==> src/rtl/irq_ctrl_pkg.sv <==
package irq_ctrl_pkg;
  localparam int unsigned ADDR_W = 8;

  typedef enum logic [1:0] {
    GRP_LOW  = 2'd0,
    GRP_HIGH = 2'd1,
    GRP_PIN  = 2'd2
  } grp_e;

  localparam int unsigned N_GRP = 3;

  // main window
  localparam logic [ADDR_W-1:0] OFF_LOW_CAUSE  = 8'h04;
  localparam logic [ADDR_W-1:0] OFF_HIGH_CAUSE = 8'h0C;
  localparam logic [ADDR_W-1:0] OFF_LOW_MASK   = 8'h14;
  localparam logic [ADDR_W-1:0] OFF_HIGH_MASK  = 8'h1C;
  localparam logic [ADDR_W-1:0] OFF_SEL_CAUSE  = 8'h24;
  // pin window
  localparam logic [ADDR_W-1:0] OFF_PIN_CAUSE  = 8'h08;
  localparam logic [ADDR_W-1:0] OFF_PIN_MASK   = 8'h0C;
endpackage

==> src/rtl/irq_cause_reg.sv <==
module irq_cause_reg #(
  parameter int unsigned   W    = 32,
  parameter logic [W-1:0]  LIVE = '1
) (
  input  logic         clk_i,
  input  logic         rst_ni,
  input  logic [W-1:0] src_i,
  input  logic         clr_we_i,
  input  logic [W-1:0] keep_i,
  output logic [W-1:0] cause_o
);
  logic [W-1:0] cause_q;
  logic [W-1:0] held;

  assign held = clr_we_i ? (cause_q & keep_i) : cause_q;

  always_ff @(posedge clk_i or negedge rst_ni) begin
    if (!rst_ni) cause_q <= '0;
    else         cause_q <= (held | src_i) & LIVE;
  end

  assign cause_o = cause_q;
endmodule

==> src/rtl/irq_mask_reg.sv <==
module irq_mask_reg #(
  parameter int unsigned  W       = 32,
  parameter logic [W-1:0] RST_VAL = '0
) (
  input  logic         clk_i,
  input  logic         rst_ni,
  input  logic         we_i,
  input  logic [W-1:0] wdata_i,
  output logic [W-1:0] mask_o
);
  always_ff @(posedge clk_i or negedge rst_ni) begin
    if (!rst_ni)   mask_o <= RST_VAL;
    else if (we_i) mask_o <= wdata_i;
  end
endmodule

==> src/rtl/irq_msb_enc.sv <==
module irq_msb_enc #(
  parameter int unsigned W     = 32,
  localparam int unsigned IDX_W = $clog2(W)
) (
  input  logic [W-1:0]     vec_i,
  output logic             any_o,
  output logic [IDX_W-1:0] idx_o
);
  always_comb begin
    idx_o = '0;
    for (int i = 0; i < W; i++) begin
      if (vec_i[i]) idx_o = IDX_W'(i);
    end
  end
  assign any_o = |vec_i;
endmodule

==> src/rtl/irq_cascade.sv <==
module irq_cascade #(
  parameter int unsigned W      = 32,
  parameter int unsigned N      = 4,
  localparam int unsigned SLICE = W / N
) (
  input  logic [W-1:0] pin_m_i,
  output logic [N-1:0] sum_o
);
  for (genvar k = 0; k < N; k++) begin : g_slice
    assign sum_o[k] = |pin_m_i[k*SLICE +: SLICE];
  end
endmodule

==> src/rtl/casc_irq_ctrl.sv <==
module casc_irq_ctrl
  import irq_ctrl_pkg::*;
#(
  parameter int unsigned GRP_W    = 32,
  parameter int unsigned CASC_LSB = 24,
  parameter int unsigned CASC_N   = 4,
  parameter int unsigned SEL_FLAG = 30,
  localparam int unsigned IDX_W   = $clog2(GRP_W),
  localparam int unsigned VEC_W   = 2 + IDX_W
) (
  input  logic              clk_i,
  input  logic              rst_ni,
  input  logic [GRP_W-1:0]  src_low_i,
  input  logic [GRP_W-1:0]  src_high_i,
  input  logic [GRP_W-1:0]  src_pin_i,
  input  logic              bus_wr_i,
  input  logic              bus_win_i,
  input  logic [ADDR_W-1:0] bus_addr_i,
  input  logic [GRP_W-1:0]  bus_wdata_i,
  output logic [GRP_W-1:0]  bus_rdata_o,
  output logic              irq_o,
  output logic [VEC_W-1:0]  vector_o
);
  localparam logic [GRP_W-1:0] CASC_FIELD =
    {{(GRP_W-CASC_N){1'b0}}, {CASC_N{1'b1}}} << CASC_LSB;
  localparam logic [GRP_W-1:0] FLAG_BIT =
    {{(GRP_W-1){1'b0}}, 1'b1} << SEL_FLAG;

  logic [GRP_W-1:0] low_cause_q, high_cause_q, pin_cause_q;
  logic [GRP_W-1:0] low_mask_q, high_mask_q, pin_mask_q;
  logic [GRP_W-1:0] high_view, sel_word;
  logic [CASC_N-1:0] casc_sum;
  logic main_wr, pin_wr;
  logic we_low_c, we_high_c, we_pin_c, we_low_m, we_high_m, we_pin_m;

  // write decode
  assign main_wr   = bus_wr_i & ~bus_win_i;
  assign pin_wr    = bus_wr_i &  bus_win_i;
  assign we_low_c  = main_wr && (bus_addr_i == OFF_LOW_CAUSE);
  assign we_high_c = main_wr && (bus_addr_i == OFF_HIGH_CAUSE);
  assign we_low_m  = main_wr && (bus_addr_i == OFF_LOW_MASK);
  assign we_high_m = main_wr && (bus_addr_i == OFF_HIGH_MASK);
  assign we_pin_c  = pin_wr  && (bus_addr_i == OFF_PIN_CAUSE);
  assign we_pin_m  = pin_wr  && (bus_addr_i == OFF_PIN_MASK);

  irq_cause_reg #(.W(GRP_W)) u_low_cause (
    .clk_i, .rst_ni, .src_i(src_low_i), .clr_we_i(we_low_c),
    .keep_i(bus_wdata_i), .cause_o(low_cause_q));

  // cascade positions carry no storage; they are driven by the pin summary
  irq_cause_reg #(.W(GRP_W), .LIVE(~CASC_FIELD)) u_high_cause (
    .clk_i, .rst_ni, .src_i(src_high_i), .clr_we_i(we_high_c),
    .keep_i(bus_wdata_i), .cause_o(high_cause_q));

  irq_cause_reg #(.W(GRP_W)) u_pin_cause (
    .clk_i, .rst_ni, .src_i(src_pin_i), .clr_we_i(we_pin_c),
    .keep_i(bus_wdata_i), .cause_o(pin_cause_q));

  irq_mask_reg #(.W(GRP_W)) u_low_mask (
    .clk_i, .rst_ni, .we_i(we_low_m), .wdata_i(bus_wdata_i), .mask_o(low_mask_q));

  irq_mask_reg #(.W(GRP_W), .RST_VAL(CASC_FIELD)) u_high_mask (
    .clk_i, .rst_ni, .we_i(we_high_m), .wdata_i(bus_wdata_i), .mask_o(high_mask_q));

  irq_mask_reg #(.W(GRP_W)) u_pin_mask (
    .clk_i, .rst_ni, .we_i(we_pin_m), .wdata_i(bus_wdata_i), .mask_o(pin_mask_q));

  // pin group folds into the high word
  logic [GRP_W-1:0] grp_m [N_GRP];
  logic [N_GRP-1:0] grp_any;
  logic [IDX_W-1:0] grp_idx [N_GRP];

  irq_cascade #(.W(GRP_W), .N(CASC_N)) u_cascade (
    .pin_m_i(grp_m[GRP_PIN]), .sum_o(casc_sum));

  assign high_view = (high_cause_q & ~CASC_FIELD)
                   | ({{(GRP_W-CASC_N){1'b0}}, casc_sum} << CASC_LSB);

  assign grp_m[GRP_LOW]  = low_cause_q & low_mask_q;
  assign grp_m[GRP_HIGH] = high_view   & high_mask_q;
  assign grp_m[GRP_PIN]  = pin_cause_q & pin_mask_q;

  for (genvar g = 0; g < N_GRP; g++) begin : g_enc
    irq_msb_enc #(.W(GRP_W)) u_enc (
      .vec_i(grp_m[g]), .any_o(grp_any[g]), .idx_o(grp_idx[g]));
  end

  // winner selection: low, then cascaded pin, then high
  logic casc_hit;
  grp_e win_grp;
  logic [IDX_W-1:0] win_idx;

  assign casc_hit = |(grp_m[GRP_HIGH] & CASC_FIELD);

  always_comb begin
    win_grp = GRP_LOW;
    win_idx = '0;
    if (grp_any[GRP_LOW]) begin
      win_grp = GRP_LOW;
      win_idx = grp_idx[GRP_LOW];
    end else if (casc_hit && grp_any[GRP_PIN]) begin
      win_grp = GRP_PIN;
      win_idx = grp_idx[GRP_PIN];
    end else if (grp_any[GRP_HIGH]) begin
      win_grp = GRP_HIGH;
      win_idx = grp_idx[GRP_HIGH];
    end
  end

  assign irq_o    = grp_any[GRP_LOW] | grp_any[GRP_HIGH];
  assign vector_o = irq_o ? {win_grp, win_idx} : '0;

  assign sel_word = grp_any[GRP_LOW] ? (low_cause_q & ~FLAG_BIT)
                                     : (high_view | FLAG_BIT);

  // read mux
  always_comb begin
    bus_rdata_o = '0;
    if (!bus_win_i) begin
      unique case (bus_addr_i)
        OFF_LOW_CAUSE:  bus_rdata_o = low_cause_q;
        OFF_HIGH_CAUSE: bus_rdata_o = high_view;
        OFF_LOW_MASK:   bus_rdata_o = low_mask_q;
        OFF_HIGH_MASK:  bus_rdata_o = high_mask_q;
        OFF_SEL_CAUSE:  bus_rdata_o = sel_word;
        default:        bus_rdata_o = '0;
      endcase
    end else begin
      unique case (bus_addr_i)
        OFF_PIN_CAUSE: bus_rdata_o = pin_cause_q;
        OFF_PIN_MASK:  bus_rdata_o = pin_mask_q;
        default:       bus_rdata_o = '0;
      endcase
    end
  end
endmodule

==> config.mk <==
export PLATFORM = sky130hd
export DESIGN_NAME = casc_irq_ctrl
export DESIGN_NICKNAME = d
export VERILOG_FILES = /design/src/rtl/irq_ctrl_pkg.sv /design/src/rtl/irq_cause_reg.sv /design/src/rtl/irq_mask_reg.sv /design/src/rtl/irq_msb_enc.sv /design/src/rtl/irq_cascade.sv /design/src/rtl/casc_irq_ctrl.sv
export SDC_FILE = /design/constraint.sdc
export NUM_CORES = 1
export LEC_CHECK = 0
export ABC_AREA = 1
export BUFFER_PORTS_ARGS = -buffer_cell sky130_fd_sc_hd__buf_4
export CORE_AREA = 2 2 143 145
export CTS_CLUSTER_DIAMETER = 80
export DETAILED_ROUTE_END_ITERATION = 7
export DIE_AREA = 0 0 145 147
export PLACE_DENSITY_LB_ADDON = 0.25
export SYNTH_ARGS = -nofsm -noshare
export SYNTH_HDL_FRONTEND = slang
export SYNTH_SLANG_ARGS = --single-unit
==> constraint.sdc <==
create_clock -name clk_i -period 3.43 [get_ports clk_i]
set_input_delay 1.029 -clock clk_i [delete_from_list [all_inputs] [get_ports clk_i]]
set_output_delay 1.029 -clock clk_i [all_outputs]
set_load 0.005 [all_outputs]
==> metrics <==
outcome finished with violations; violated checks negative setup slack; Setup-failing EPs final 39; Top Ports 180; syn avg cell area 7.16 sq um; Worst path slowest cell dfrtp_1; DP Worst Slack -228 ps; Worst Setup EP vector_o[0]; crit-path max cell delay 420 ps; Clock Latency Late Sink 450 ps; Die Span Y 147 um; Worst Tran Pin Value 688 ps; Highest Clock Rate 244 MHz; #FFs+latches synth 188; GRT Total Usage 32.1%; first-pass GRT wire length 53800 um; WL final 35300 um; Yosys cell types 34; Mapped Cells 1393; Post-DP HPWL 22100 um; # rows 52; RSZ-0062 raised after global routing yes; min cycle time layout 4100 ps; CTS root buf clkbuf_16; setup ws final -671 ps; R2R Path End u_pin_mask.mask_o[1]; share of layout cells above drive strength 1 29.4%; vias in the first global route 10319; synthesized cell area 9970 sq um; R2R depth 4; Worst R2R Setup Slack 2540 ps; type of origin of the critical path flip-flop; DRC 0; crit path launch u_low_cause.cause_o[2]; GPL Wtd Cong 0.917; top cell type's share of synthesized area 46.2%; Syn Nets 1533; CTS tree done; fillcell total 1537; leakage 7.46 nW; number of diodes 0; total power 5.21 mW; Yosys top cell by area dfrtp_1; most common cell after layout, fill and taps aside nand2_1; HP Class reg2reg; CP Max Fanout 3; most frequent cells in the layout nand2_1 (509), buf_4 (258), dfrtp_1 (184); Net count, final 1801; number of CTS-inserted buffers 17; DRT antenna net count 0; Initial Utilization 50.3%; total congestion overflow 0; drt first-iter violations 1102; CTS Sinks 188; Crit. End Element primary output; WL/cell 18.2 um; final core utilization 71.0%; Die ar. 21300 sq um; vias per cell 5.57; core area 19800 sq um; cts hold-fix bufs 0; Crit path arrival time 3070 ps; Crit path required time 2400 ps; CTS H-Tree Depth 4; area delta synth->final 41.3%; Pins Over Slew Limit 0; power density cells 370 nW/um^2; max-cap viol count 0; worst vdd rail ir drop 0.000322 V; buffer depth of the longest clock path 2; initial antenna violation count 0; Clock Skew 0 ps; top post-synthesis cells by area dfrtp_1 (46%), nand2_1 (22%), o21ai_0 (8.5%), inv_1 (5.3%), nor2_1 (4.1%); pin count of the biggest net entering global routing 65; DR pass1 iterations 7; reg-to-reg critical path startpoint u_pin_mask.mask_o[1]; CP most frequent cell nand2_1; crit share post-route 120%; WS Path Type reg2out; Final Hold Fails 0; Slew HR 54.1%; post-synthesis sequential area ratio 47.2%; Die X 145 um; Ys Warns 0; clock slew seen by the registers of the worst setup and hold paths 80 ps; Worst Hold Slack 507 ps; via count 10835; port bufs 175
==> worst max-delay path: cells and delay by family (launching register included) <==
family          cells  cell delay [ps]
compound gates      1              140
buf+inv             1              120
flops               1              420
simple gates       30             1930
==> synthesized netlist by cell type, drive strengths merged <==
cell and n:
a21oi 8, o22ai 1, a221o 1, inv 152, clkinv 1, a221oi 15, o211ai 1, nor3 5
nand3 8, buf 2, a311oi 1, o2111ai 15, dfrtp 184, nand4 3, o31ai 1, a21boi 1
o21bai 47, nand2 582, a31oi 3, nor4 3, clkbuf 47, o21ai 193, nor2 111, dfstp 4
a22o 4
==> layer usage <==
metal / up-vias / wire length (um) / GRT usage (%)
li1: 4966 / - / -
met1: 5125 / 14200 / 42.9
met5: - / 0 / 0
met4: 0 / 1190 / 11.3
met3: 110 / 3170 / 6.09
met2: 634 / 16800 / 52.9
==> area by class of cell <==
type / instances / area (sq um) / share of cell area (%)
repair buffers: 298 / 2600 / 18.4
clock inverters: 15 / 149 / 1.06
flip-flops and latches: 188 / 4710 / 33.4
well taps: 270 / 338 / 2.40
clock buffers: 17 / 425 / 3.02
multi-input cells: 1003 / 5270 / 37.4
inverters: 153 / 602 / 4.27
==> cells by family after synthesis <==
logic type	synth area share, %
AOI/OAI and AO/OA	17.4
DFF	47.2
buffers and inverters	7.63
and+or+nand+nor	27.7
==> flip-flops by register name, indices dropped and copies added, names as in the netlist <==
signal / flops
u_high_mask.mask_o: 32
u_low_cause.cause_o: 32
u_low_mask.mask_o: 32
u_pin_cause.cause_o: 32
u_pin_mask.mask_o: 32
u_high_cause.cause_o: 28
==> worst min-delay path by stage <==
stage                           start                      to  slack, ps  depth (start not counted)
5_1_grt        u_high_mask.mask_o[25]  u_high_mask.mask_o[25]        550                          2
2_1_floorplan    u_pin_mask.mask_o[0]    u_pin_mask.mask_o[0]        460                          2
6_report       u_high_mask.mask_o[26]  u_high_mask.mask_o[26]        510                          2
4_1_cts        u_high_mask.mask_o[26]  u_high_mask.mask_o[26]        510                          2
3_3_place_gp     u_pin_mask.mask_o[0]    u_pin_mask.mask_o[0]        480                          2
3_5_place_dp     u_pin_mask.mask_o[0]    u_pin_mask.mask_o[0]        490                          2
==> power breakdown <==
part | switching, mW | internal [mW]
clock | 1.02 | 0.973
sequential | 0.0266 | 2.25
combinational | 0.527 | 0.422
==> timing repair <==
action | in CTS | in global routing
gates cloned | 5 | 0
endpoints found under the setup margin | 39 | 40
gates resized for setup | 151 | 80
setup buffers | 46 | 15
pin swaps | 59 | 58
==> metrics by stage <==
| step | setup TNS [ps] | area (sq um) | cells |
|---|---|---|---|
| after floorplan | 0 | 9970 | 1393 |
| after global placement | -4680 | 12000 | 1850 |
| after detailed placement | -5970 | 12000 | 1850 |
| after CTS | -5610 | 13700 | 1933 |
| after global routing | -13060 | 14100 | 1944 |
| final | -9480 | 14100 | 1944 |
(Power assumes the default switching activity.)
